**src/rtl/i2c_tgt_pkg.sv**
```systemverilog
package i2c_tgt_pkg;
  typedef enum logic [3:0] {
    ST_IDLE, ST_ADDR, ST_ADDR_ACK, ST_PTR, ST_PTR_ACK,
    ST_WR, ST_WR_ACK, ST_RD, ST_RD_ACK
  } tgt_state_e;

  localparam logic [3:0] TYPE_MEM     = 4'b1010;
  localparam logic [3:0] TYPE_MEM_ALT = 4'b1011;
  localparam logic [3:0] TYPE_CMD     = 4'b1001;
endpackage

```
**src/rtl/i2c_tgt_sync.sv**
```systemverilog
module i2c_tgt_sync #(
  parameter int unsigned SyncStages = 2
) (
  input  logic clk_i,
  input  logic rst_ni,
  input  logic scl_i,
  input  logic sda_i,
  output logic scl_o,
  output logic sda_o,
  output logic scl_rise_o,
  output logic scl_fall_o,
  output logic start_o,
  output logic stop_o
);
  localparam int unsigned Depth = SyncStages + 1;

  logic [Depth-1:0] scl_pipe, sda_pipe;
  logic scl_prev, sda_prev;

  always_ff @(posedge clk_i or negedge rst_ni) begin
    if (!rst_ni) begin
      scl_pipe <= '1;
      sda_pipe <= '1;
    end else begin
      scl_pipe <= {scl_pipe[Depth-2:0], scl_i};
      sda_pipe <= {sda_pipe[Depth-2:0], sda_i};
    end
  end

  assign scl_o    = scl_pipe[Depth-2];
  assign sda_o    = sda_pipe[Depth-2];
  assign scl_prev = scl_pipe[Depth-1];
  assign sda_prev = sda_pipe[Depth-1];

  assign scl_rise_o = scl_o & ~scl_prev;
  assign scl_fall_o = ~scl_o & scl_prev;
  assign start_o    = scl_o & scl_prev & sda_prev & ~sda_o;
  assign stop_o     = scl_o & scl_prev & ~sda_prev & sda_o;
endmodule

```
**src/rtl/i2c_tgt_addr_match.sv**
```systemverilog
module i2c_tgt_addr_match
  import i2c_tgt_pkg::*;
(
  input  logic [7:0] addr_byte_i,
  input  logic       cfg_alt_id_i,
  input  logic [1:0] cfg_ba_i,
  input  logic       cfg_ba2_pin_i,
  input  logic       a2_i,
  output logic       hit_o,
  output logic       is_cmd_o,
  output logic       is_rd_o
);
  logic [3:0] mem_type;
  logic [2:0] exp_ba;
  logic       ba_ok, type_mem, type_cmd;

  always_comb begin
    mem_type = cfg_alt_id_i ? TYPE_MEM_ALT : TYPE_MEM;
    exp_ba   = {cfg_ba2_pin_i ? a2_i : 1'b0, cfg_ba_i};
    ba_ok    = (addr_byte_i[3:1] == exp_ba);
    type_mem = (addr_byte_i[7:4] == mem_type);
    type_cmd = (addr_byte_i[7:4] == TYPE_CMD);
    hit_o    = ba_ok & (type_mem | type_cmd);
    is_cmd_o = type_cmd;
    is_rd_o  = addr_byte_i[0];
  end
endmodule

```
**src/rtl/i2c_dual_space_target.sv**
```systemverilog
module i2c_dual_space_target
  import i2c_tgt_pkg::*;
#(
  parameter int unsigned AddrW      = 8,
  parameter int unsigned PageBytes  = 16,
  parameter int unsigned SyncStages = 2
) (
  input  logic             clk_i,
  input  logic             rst_ni,
  input  logic             scl_i,
  input  logic             sda_i,
  output logic             sda_oe_o,
  input  logic             cfg_alt_id_i,
  input  logic [1:0]       cfg_ba_i,
  input  logic             cfg_ba2_pin_i,
  input  logic             a2_i,
  output logic             reg_space_o,
  output logic [AddrW-1:0] reg_addr_o,
  output logic [7:0]       reg_wdata_o,
  output logic             reg_we_o,
  output logic             reg_re_o,
  input  logic [7:0]       reg_rdata_i,
  output logic             mon_halt_o,
  output logic             commit_o
);
  localparam int unsigned PageW = $clog2(PageBytes);
  localparam int unsigned CntW  = PageW + 1;

  logic scl_s, sda_s, scl_rise, scl_fall, start_det, stop_det;
  logic hit, is_cmd, is_rd;

  tgt_state_e       state;
  logic [3:0]       bit_cnt;
  logic [7:0]       shreg, tx;
  logic [AddrW-1:0] ptr, ptr_wr_next;
  logic [CntW-1:0]  wcnt;
  logic             rd_q, cmd_q, rd_more, pend;

  i2c_tgt_sync #(.SyncStages(SyncStages)) u_sync (
    .clk_i, .rst_ni, .scl_i, .sda_i,
    .scl_o(scl_s), .sda_o(sda_s), .scl_rise_o(scl_rise), .scl_fall_o(scl_fall),
    .start_o(start_det), .stop_o(stop_det)
  );

  i2c_tgt_addr_match u_match (
    .addr_byte_i(shreg), .cfg_alt_id_i, .cfg_ba_i, .cfg_ba2_pin_i, .a2_i,
    .hit_o(hit), .is_cmd_o(is_cmd), .is_rd_o(is_rd)
  );

  // memory space stays inside its page; command space runs through all addresses
  always_comb begin
    if (cmd_q) ptr_wr_next = ptr + AddrW'(1);
    else       ptr_wr_next = {ptr[AddrW-1:PageW], ptr[PageW-1:0] + PageW'(1)};
  end

  always_ff @(posedge clk_i or negedge rst_ni) begin
    if (!rst_ni) begin
      state       <= ST_IDLE;
      bit_cnt     <= '0;
      shreg       <= '0;
      tx          <= '0;
      ptr         <= '0;
      wcnt        <= '0;
      rd_q        <= 1'b0;
      cmd_q       <= 1'b0;
      rd_more     <= 1'b0;
      pend        <= 1'b0;
      sda_oe_o    <= 1'b0;
      mon_halt_o  <= 1'b0;
      commit_o    <= 1'b0;
      reg_we_o    <= 1'b0;
      reg_re_o    <= 1'b0;
      reg_wdata_o <= '0;
    end else begin
      reg_we_o <= 1'b0;
      reg_re_o <= 1'b0;
      commit_o <= 1'b0;
      if (start_det) begin
        state    <= ST_ADDR;
        bit_cnt  <= '0;
        sda_oe_o <= 1'b0;
        pend     <= 1'b0;
      end else if (stop_det) begin
        state      <= ST_IDLE;
        sda_oe_o   <= 1'b0;
        mon_halt_o <= 1'b0;
        commit_o   <= pend;
        pend       <= 1'b0;
      end else if (scl_rise) begin
        case (state)
          ST_ADDR, ST_PTR, ST_WR: begin
            shreg   <= {shreg[6:0], sda_s};
            bit_cnt <= bit_cnt + 4'd1;
          end
          ST_RD: bit_cnt <= bit_cnt + 4'd1;
          ST_RD_ACK: begin
            rd_more <= ~sda_s;
            if (!sda_s) ptr <= ptr + AddrW'(1);
          end
          default: ;
        endcase
      end else if (scl_fall) begin
        case (state)
          ST_ADDR: if (bit_cnt == 4'd8) begin
            if (hit) begin
              sda_oe_o   <= 1'b1;
              mon_halt_o <= 1'b1;
              cmd_q      <= is_cmd;
              rd_q       <= is_rd;
              state      <= ST_ADDR_ACK;
            end else begin
              state <= ST_IDLE;
            end
          end
          ST_PTR: if (bit_cnt == 4'd8) begin
            sda_oe_o <= 1'b1;
            ptr      <= AddrW'(shreg);
            state    <= ST_PTR_ACK;
          end
          ST_WR: if (bit_cnt == 4'd8) begin
            if (cmd_q || wcnt < CntW'(PageBytes)) begin
              sda_oe_o    <= 1'b1;
              reg_we_o    <= 1'b1;
              reg_wdata_o <= shreg;
              wcnt        <= wcnt + CntW'(1);
              pend        <= ~cmd_q;
              state       <= ST_WR_ACK;
            end else begin
              state <= ST_IDLE;
            end
          end
          ST_ADDR_ACK, ST_PTR_ACK, ST_WR_ACK: begin
            sda_oe_o <= 1'b0;
            bit_cnt  <= '0;
            if (state == ST_ADDR_ACK && rd_q) begin
              reg_re_o <= 1'b1;
              tx       <= reg_rdata_i;
              sda_oe_o <= ~reg_rdata_i[7];
              state    <= ST_RD;
            end else if (state == ST_ADDR_ACK) begin
              wcnt  <= '0;
              state <= ST_PTR;
            end else begin
              if (state == ST_WR_ACK) ptr <= ptr_wr_next;
              state <= ST_WR;
            end
          end
          ST_RD: begin
            if (bit_cnt == 4'd8) begin
              sda_oe_o <= 1'b0;
              state    <= ST_RD_ACK;
            end else begin
              tx       <= {tx[6:0], 1'b0};
              sda_oe_o <= ~tx[6];
            end
          end
          ST_RD_ACK: begin
            bit_cnt <= '0;
            if (rd_more) begin
              reg_re_o <= 1'b1;
              tx       <= reg_rdata_i;
              sda_oe_o <= ~reg_rdata_i[7];
              state    <= ST_RD;
            end else begin
              state <= ST_IDLE;
            end
          end
          default: ;
        endcase
      end
    end
  end

  assign reg_space_o = cmd_q;
  assign reg_addr_o  = ptr;

  assert_commit_one_cycle_R8: assert property (@(posedge clk_i) disable iff (!rst_ni)
    commit_o |=> !commit_o);
  assert_commit_follows_stop_R8: assert property (@(posedge clk_i) disable iff (!rst_ni)
    commit_o |-> $past(stop_det));
  assert_halt_cleared_by_stop_R5: assert property (@(posedge clk_i) disable iff (!rst_ni)
    stop_det |=> !mon_halt_o);
  assert_write_inside_txn_R6: assert property (@(posedge clk_i) disable iff (!rst_ni)
    reg_we_o |-> mon_halt_o);
  assert_read_inside_txn_R9: assert property (@(posedge clk_i) disable iff (!rst_ni)
    reg_re_o |-> mon_halt_o);
  assert_idle_released_R9: assert property (@(posedge clk_i) disable iff (!rst_ni)
    (state == ST_IDLE) |-> !sda_oe_o);
  assert_drive_change_scl_low_R11: assert property (@(posedge clk_i) disable iff (!rst_ni)
    (sda_oe_o != $past(sda_oe_o)) |-> (!$past(scl_s) || $past(start_det) || $past(stop_det)));
endmodule

```
**config.mk**
```make
export PLATFORM = sky130hd
export DESIGN_NAME = i2c_dual_space_target
export DESIGN_NICKNAME = d
export VERILOG_FILES = /design/src/rtl/i2c_tgt_pkg.sv /design/src/rtl/i2c_tgt_sync.sv /design/src/rtl/i2c_tgt_addr_match.sv /design/src/rtl/i2c_dual_space_target.sv
export SDC_FILE = /design/constraint.sdc
export NUM_CORES = 1
export LEC_CHECK = 0
export ABC_AREA = 0
export BUFFER_PORTS_ARGS = -buffer_cell sky130_fd_sc_hd__buf_2
export CORE_MARGIN = 2
export CORE_UTILIZATION = 45
export CTS_BUF_LIST = sky130_fd_sc_hd__clkbuf_4 sky130_fd_sc_hd__clkbuf_8
export DETAILED_ROUTE_END_ITERATION = 6
export GPL_ROUTABILITY_DRIVEN = 1
export SLEW_MARGIN = 20
export SYNTH_ARGS = -nofsm -noshare
export SYNTH_HDL_FRONTEND = slang
export SYNTH_SLANG_ARGS = --single-unit
```
**constraint.sdc**
```tcl
create_clock -name clk_i -period 2.7 [get_ports clk_i]
set_input_delay 0.27 -clock clk_i [delete_from_list [all_inputs] [get_ports clk_i]]
set_output_delay 0.27 -clock clk_i [all_outputs]
set_load 0.03 [all_outputs]
```
# Word level (Yosys, flattened, before mapping)
# Cells that the tools add are included.
# totals
reg_bits	59
out_inout_bits	22
in_bits	17
# classes
bitwise_logic	19
reduce_logical	34
n_addsub	4
n_mux	81
eq_ne	37
magnitude_cmp	1
# ops
operator	n
$mux 8	9
$mux 4	14
$mux 1	40
$ne 4x4->1 const B	7
$pmux 4 s6	1
$reduce_bool 3->1	8
$mux 7	3
$pmux 7 s3	1
$reduce_and 7->1	3
$mux 5	4
$ne 2x2->1 const B	9
$reduce_and 9->1	2
$eq 4x3->1 const B	4
$pmux 8 s2	1
$ne 3x3->1 const B	5
$eq 4x4->1 const B	3
$mux 3	4
$reduce_and 4->1	3
$reduce_bool 2->1	6
$reduce_and 11->1	1
$not 1->1	10
$pmux 5 s2	1
$reduce_and 10->1	1
$add 4x1->4 const B	2
23 further kinds	34

# Longest topological paths before layout
# Gate-level depths: netlist of the first run.
# depth
ltp_word	11
depth_mapped	8
ltp_nobuf	7

# Cells and area by module
# A second synthesis of the first run with hierarchy kept.
# hier_totals
cells_unflattened	317
area_unflattened_um2	3194.3
# by_module_without_submodules
mod	seq_area_each_um2	n_inst	cells_each	area_each_um2
i2c_dual_space_target	1326.3	1	297	2912.8
i2c_tgt_sync	157.7	1	10	190.2
i2c_tgt_addr_match	0.0	1	10	91.3

# Worst setup path before layout of the first run
# OpenSTA, ideal clock, no wires.
# synth_path
kind	register to register
startpoint	reg u_sync.scl_pipe[2]
endpoint	reg ptr[1], in the netlist reg_addr_o[1]
synth_period_minus_slack_ns	2.272
path_slack_ns	0.428
n_path_buf	0
arrival_time_ns	2.144
stages_incl_launch_ff	8
cell_sequence	dfstp_2 > inv_1 > ha_1 > and4bb_1 > a41oi_1 > or4_4 > a21oi_2 > mux2_1
# synth_between
elab_chain_cells	5
elab_cells_between_ends	20
cone_classes	eq/ne (6); mux (1); bitwise (10); reduce/logical (3)
# synth_lines
item	line	rtl
from (decl)	i2c_tgt_sync.sv:17	logic [Depth-1:0] scl_pipe, sda_pipe;
from (signal assigned)	i2c_tgt_sync.sv:25	scl_pipe <= {scl_pipe[Depth-2:0], scl_i};
$and 1x1->1	i2c_tgt_sync.sv:37, i2c_tgt_sync.sv:38	
$and 1x1->1 (on tied branches) (2 in a row)	i2c_tgt_sync.sv:38, i2c_tgt_sync.sv:37	
$not 1->1 (no line)	--	
$reduce_and 10->1 (no line)	--	
to (signal assigned)	i2c_dual_space_target.sv:98	if (!sda_s) ptr <= ptr + AddrW'(1);
to (signal assigned)	i2c_dual_space_target.sv:117	ptr <= AddrW'(shreg);
to (signal assigned)	i2c_dual_space_target.sv:144	if (state == ST_WR_ACK) ptr <= ptr_wr_next;
to (decl)	i2c_dual_space_target.sv:35	logic [AddrW-1:0] ptr, ptr_wr_next;
# Several ways; a longest one is shown, not always the timed one.
# A chain may end at the register's enable or synchronous reset.

# Worst setup path after layout of the first run
# layout_path
startpoint	reg u_sync.scl_pipe[2]
endpoint	reg ptr[4], in the netlist reg_addr_o[4]
# layout_between
elab_chain_cells	5
elab_cells_between_ends	21
cone_classes	eq/ne (7); mux (1); bitwise (10); reduce/logical (3)
# layout_lines
item	line
$and 1x1->1	i2c_tgt_sync.sv:37, i2c_tgt_sync.sv:38
$and 1x1->1 (on tied branches) (2 in a row)	i2c_tgt_sync.sv:38, i2c_tgt_sync.sv:37
$not 1->1 (no line)	--
$reduce_and 11->1 (no line)	--
# Several ways; a longest one is shown, not always the timed one.

==> results.toml, run 1 <==
[logic_synthesis]
avgSynthCellArea_sq_um = 10.40
synth_area_sq_mm = 0.003276
synthTopCellsByCount = "53 x dfrtp_1, 28 x mux2_2, 27 x nand2_1, 14 x o21ai_0"
synth_cells = 315
synth_top_flop_cell = "dfrtp_1"
yosysTopAreaCell = "dfrtp_1"
yosysSeqAreaShare_pct = 45.30
syn_nets = 340
synthArstFlopShare_pct = 100.0
ys_types = 70
ys_ff_latch = 59
synth_edf_count = 0
netlist.area_leader.share_pct = 40.49
yosys_warnings = 0
netlist_top_cells_area = "dfrtp_1 40%, mux2_2 9.6%, dfstp_2 4.8%"
synthMostInstantiatedCell = "dfrtp_1"

[grt]
grt_use_met3_pct = 4.894
grt_usage_pct = 20.87
grt_pass1_vias = 2449
grt_max_degree = 31
grt_busiest_layer = "met1"
antenna_found_initial = 0
grt_pass1_wl_mm = 12.50
grt_overflow = 0
met1_usage_pct = 31.20
grt_use_met2_pct = 29.83

[drt]
routedWlPerCell_um = 16.36
wl_mm = 7.689
route.detailed.drc = 0
drtIter0Drc = 203
firstDrtPassIters = 4
vias = 2638
final_antenna_net_count = 0
vias_per_cell = 5.613

[floorplan]
fp.dieH_um = 89.32
die_x_um = 89.32
start_util_pct = 45.90
rows = 31
core-area_sq_mm = 0.007137
die_area_sq_mm = 0.007978
num_io_pins = 39

[placement]
port_buffers = 38
pre_cts_ws_ns = 0.2954
dp_hpwl_mm = 5.591
gp_congestion = 0.8408

[clocking]
clk_path_buf_depth = 2
path_clk_slew_ns = 0.07
numCtsBuffers = 9
cts.repair.resized = 0
htreeDepth = 3
root_buffer = "clkbuf_8"
cts_tree = "built"
clk_latency_ns = 0.34
clock_sinks = 59

[worst_setup_path]
crit_required_ns = 2.93
endpoint_kind = "flip-flop"
critPathLaunchType = "flip-flop"
crit_type = "reg -> reg"
crit_fanout = 9
crit_arrival_ns = 2.66

[timing]
hold_viol = 0
slew_headroom_pct = 51.85
clock_skew_ns = 0.009445
timing.setup.tns_ns = 0
maxSlewViolCount = 0
post-route-period-util_pct = 89.92
layout_setup_ws_ns = 0.2721
holdWs_ns = 0.02715
clock.fmax_ghz = 0.4119
setup_viol_count_final = 0
finalCriticalPeriod_ns = 2.428
tightest_slew_ns = 0.7222
rsz0062_at_grt = "no"

[pwr]
vdd_ir_drop_max_uv = 292.1
p_per_area_mw_per_mm2 = 503.6
p_leak_nw = 1.821

[worst_hold_path]
hp-class = "in -> reg"

[final_layout]
finalNetCount = 391
diodes = 0
drive_above_1_share_pct = 30.46
area_growth_pct = 17.76
fillers = 661
final_util_pct = 54.05

[outcome]
status = "complete, no violations"

[job]
cap_violations = 0
layer usage:
metal | part of all wire [%] | vias up
met5 | 0 | -
met4 | 0.91 | 0
met3 | 4.3 | 6
met2 | 46 | 50
met1 | 48 | 1303
li1 | - | 1279
path summary, 6_finish.rpt:
| path | slack (ns) | endpoint | startpoint | cells after the start |
|---|---|---|---|---|
| worst max-delay path | 0.27 | reg_addr_o[4] | u_sync.scl_pipe[2] | 7 |
| worst min-delay path | 0.03 | u_sync.scl_pipe[0] | scl_i | 1 |
| worst max register to register | 0.27 | reg_addr_o[4] | u_sync.scl_pipe[2] | 7 |
| worst min register to register | 0.35 | u_sync.sda_pipe[1] | u_sync.sda_pipe[0] | 0 |
| max in group asynchronous | 1.50 | u_sync.sda_pipe[2] | rst_ni | 3 |
| min in group asynchronous | 0.52 | wcnt[2] | rst_ni | 2 |
final cells by class:
class	count	area, sq um	area share, %
clock buffer	10	137.6	3.568
tap	99	123.9	3.211
sequential	59	1484	38.47
clock inverter	6	71.32	1.849
inverter	15	56.30	1.460
multi-input combinational	229	1674	43.40
timing repair buffer	52	310.3	8.044
worst max-delay path, stage by stage (launching register included):
cell	delay, ns
dfstp_2	0.57
inv_1	0.05
ha_1	0.26
nor4b_1	0.45
nand4_1	0.32
clkinv_1	0.19
o21ai_1	0.14
a221oi_1	0.34
where the power goes:
part           switching (W)  total (W)  internal [W]
clock               0.000389   0.000848      0.000459
sequential         0.0000324   0.000943      0.000911
combinational      0.0000890   0.000152     0.0000626
total               0.000510    0.00194       0.00143
stage by stage:
stage	cells	instance area, sq um	power [W]
CTS	470	3857	0.001963
floorplan	315	3276	0.001042
global route	470	3857	0.002035
global placement	453	3638	0.001109
finish	470	3857	0.001943
detailed placement	453	3638	0.001112
cells by family (layout without fill, tap and decap cells):
kind of cell / Yosys count / in the layout / share of synthesized area (%)
simple gates: 103 / 103 / 17.88
mux: 35 / 35 / 11.84
buf+inv: 27 / 83 / 3.590
fa+ha+maj: 8 / 8 / 3.056
compound gates: 77 / 77 / 16.73
xor+xnor: 6 / 6 / 1.604
flops: 59 / 59 / 45.30
what timing repair did:
item,4_1_cts,5_1_grt
buffers inserted,0,0
hold buffers,1,0
hold endpoints to repair,13,0
sequential cells by signal, summed over array words and instances (netlist names):
register and flops:
tx 7, rd_q 1, pend 1, reg_we_o 1
u_sync.scl_pipe 3, sda_oe_o 1, reg_addr_o 8, bit_cnt 4
reg_wdata_o 8, shreg 8, commit_o 1, u_sync.sda_pipe 3
mon_halt_o 1, reg_space_o 1, reg_re_o 1, wcnt 5
rd_more 1, state 4
layout by cell type (no fill, tap or decap), types with 3 or more instances in the layout:
cell type | synthesis | routed
a21oi_1 | 13 | 13
buf_2 | 4 | 38
nand2b_1 | 9 | 9
nor2b_1 | 4 | 4
nand3_1 | 9 | 9
dfstp_2 | 6 | 6
nor4_1 | 3 | 3
nand4_1 | 4 | 4
xor2_1 | 4 | 4
clkbuf_8 | 0 | 10
o31ai_1 | 3 | 3
buf_4 | 1 | 12
inv_1 | 13 | 13
nand2_1 | 27 | 27
o211ai_1 | 3 | 3
a31oi_1 | 4 | 4
ha_1 | 8 | 8
o21ai_0 | 14 | 14
o21ai_1 | 4 | 4
mux2_2 | 28 | 28
nor3_1 | 10 | 10
nor2_1 | 8 | 8
mux2i_1 | 5 | 5
nor3b_1 | 3 | 3
and3_1 | 4 | 4
a2bb2oi_1 | 3 | 3
a221oi_1 | 3 | 3
dfrtp_1 | 53 | 53
(Power assumes the default switching activity.)
==> run 2: changes to the inputs <==
--- a/config.mk
+++ b/config.mk
@@ -12,6 +12,8 @@
 export CTS_BUF_LIST = sky130_fd_sc_hd__clkbuf_4 sky130_fd_sc_hd__clkbuf_8
 export DETAILED_ROUTE_END_ITERATION = 6
 export GPL_ROUTABILITY_DRIVEN = 1
+export HOLD_SLACK_MARGIN = 0.03
+export MAX_ROUTING_LAYER = met4
 export SLEW_MARGIN = 20
 export SYNTH_ARGS = -nofsm -noshare
 export SYNTH_HDL_FRONTEND = slang
==> results.toml, run 2 (synthesis gave the netlist of run 1 again) <==
[outcome]
status = "complete, no violations"

[pwr]
p_sw_w = 0.0005169
pwr-share-seq_pct = 48.3
swShare_pct = 26.50
power_frac_clock_pct = 43.8
p_leak_nw = 1.830
p_int_w = 0.001434
p_per_area_mw_per_mm2 = 503.1
vdd_ir_drop_max_uv = 292.8
p_comb_share_pct = 7.9

[final_layout]
final_cell_mix = "53 x dfrtp_1, 38 x buf_2, 28 x mux2_2"
mostFrequentLayoutCell = "dfrtp_1"
area_growth_pct = 18.37
finalNonFillerCells = 472
diodes = 0
finalNetCount = 393
finalInstanceArea_sq_mm = 0.003877
drive_above_1_share_pct = 30.29

[worst_setup_path]
endpoint_kind = "flip-flop"
setup.worst_path.start = "u_sync.scl_pipe[2]"
worstSetupPathDepth = 7
max_stage_delay_ns = 0.57
crit_chain = "inv_1 -> ha_1 -> nor4b_1 -> nand4_1 -> clkinv_1 -> o21ai_1 -> a221oi_1"
r2r-end = "reg_addr_o[4]"
path_delay_family = "simple AND/OR/NAND/NOR gates"
crit_required_ns = 2.94
reg2regPathDepth = 7
crit_fanout = 9
reg2reg_from = "u_sync.scl_pipe[2]"
endpoint = "reg_addr_o[4]"
cp_slowest_cell = "dfstp_2"
r2r_slack_ns = 0.27
critPathLaunchType = "flip-flop"
crit_type = "reg -> reg"
cp_num_buf_inv = 2
crit_arrival_ns = 2.67

[grt]
grt_pass1_vias = 2459
grt_overflow = 0
grt_usage_pct = 21.63
grt_max_degree = 31
grt_pass1_wl_mm = 12.57
antenna_found_initial = 0

[placement]
dp.cells = 453
port_buffers = 38
gp_congestion = 0.8539
dp_hpwl_mm = 5.591
place_area_sq_mm = 0.003638
pre_cts_ws_ns = 0.2954

[timing]
clock_skew_ns = 0.008288
layout_setup_ws_ns = 0.2708
slew_headroom_pct = 51.86
hold_viol = 0
timing.setup.tns_ns = 0
finalCriticalPeriod_ns = 2.429
setup_viol_count_final = 0
clock.fmax_ghz = 0.4117
post-route-period-util_pct = 89.97
maxSlewViolCount = 0
rsz0062_at_grt = "no"
tightest_slew_ns = 0.7222

[floorplan]
rows = 31
die_area_sq_mm = 0.007978
die_x_um = 89.32
core-area_sq_mm = 0.007137
start_util_pct = 45.90
num_io_pins = 39
fp.dieH_um = 89.32

[clocking]
clock_sinks = 59
cts_tree = "built"
cts.repair.resized = 0
postCtsSetupBuffers = 0
htreeDepth = 3
clk_path_buf_depth = 2
numCtsBuffers = 9
hold_buffers = 3
root_buffer = "clkbuf_8"
clk_latency_ns = 0.35
path_clk_slew_ns = 0.07

[drt]
firstDrtPassIters = 4
vias = 2637
vias_per_cell = 5.587
top_layer_used = "met4"
route.detailed.drc = 0
wl_met1_mm = 3.750
wl_met3_um = 338
final_antenna_net_count = 0
drtIter0Drc = 209
wl_met2_mm = 3.614
routedWlPerCell_um = 16.47
wl_mm = 7.772

[job]
cap_violations = 0

[worst_hold_path]
holdPathStages = 3
hp-class = "in -> reg"
[run 2: changes by cell type in the layout (fill, tap and decap cells not counted)]
cell,before,now
dlygate4sd3_1,1,3
[run 2: worst register-to-register path, stage by stage, from the launching register on]
cell      delay [ns]
dfstp_2         0.57
inv_1           0.05
ha_1            0.27
nor4b_1         0.45
nand4_1         0.32
clkinv_1        0.19
o21ai_1         0.14
a221oi_1        0.34
[run 2: power by group through the flow]
stage | Clock, W | Sequential (W) | Combinational (W)
CTS | 0.000866 | 0.000943 | 0.000156
detailed placement | 0 | 0.000960 | 0.000153
global route | 0.000917 | 0.000948 | 0.000175
finish | 0.000854 | 0.000943 | 0.000154
floorplan | 0 | 0.000949 | 0.0000926
global placement | 0 | 0.000959 | 0.000150
[run 2: per-stage QoR]
| step | hold slack [ns] | power (W) | utilization [%] |
|---|---|---|---|
| after floorplan | -0.02559 | 0.001042 | - |
| after global placement | 0.3455 | 0.001109 | 50.98 |
| after detailed placement | 0.3475 | 0.001112 | 50.98 |
| after CTS | 0.1487 | 0.001965 | 54.33 |
| after global routing | 0.1549 | 0.002040 | 54.33 |
| final | 0.1573 | 0.001951 | 54.33 |
[run 2: layout make-up]
cell class / count / area (sq um)
sequential: 59 / 1484
inverter: 15 / 56.30
clock inverter: 6 / 71.32
fill: 657 / 3259
timing repair buffer: 54 / 330.3
clock buffer: 10 / 137.6
tap: 99 / 123.9
multi-input combinational: 229 / 1674
[run 2: layer usage]
layer / global-route usage (%) / vias to the layer above
li1: - / 1281
met1: 31.22 / 1294
met2: 30.37 / 57
met3: 4.709 / 5
met4: 6.513 / 0
met5: - / -
[run 2: how the worst min path moves through the flow]
stage	startpoint	endpoint
after floorplan	rst_ni	bit_cnt[0]
after global placement	u_sync.sda_pipe[0]	u_sync.sda_pipe[1]
after detailed placement	u_sync.sda_pipe[0]	u_sync.sda_pipe[1]
after CTS	reg_rdata_i[0]	tx[0]
after global routing	reg_rdata_i[0]	tx[0]
final	reg_rdata_i[0]	tx[0]
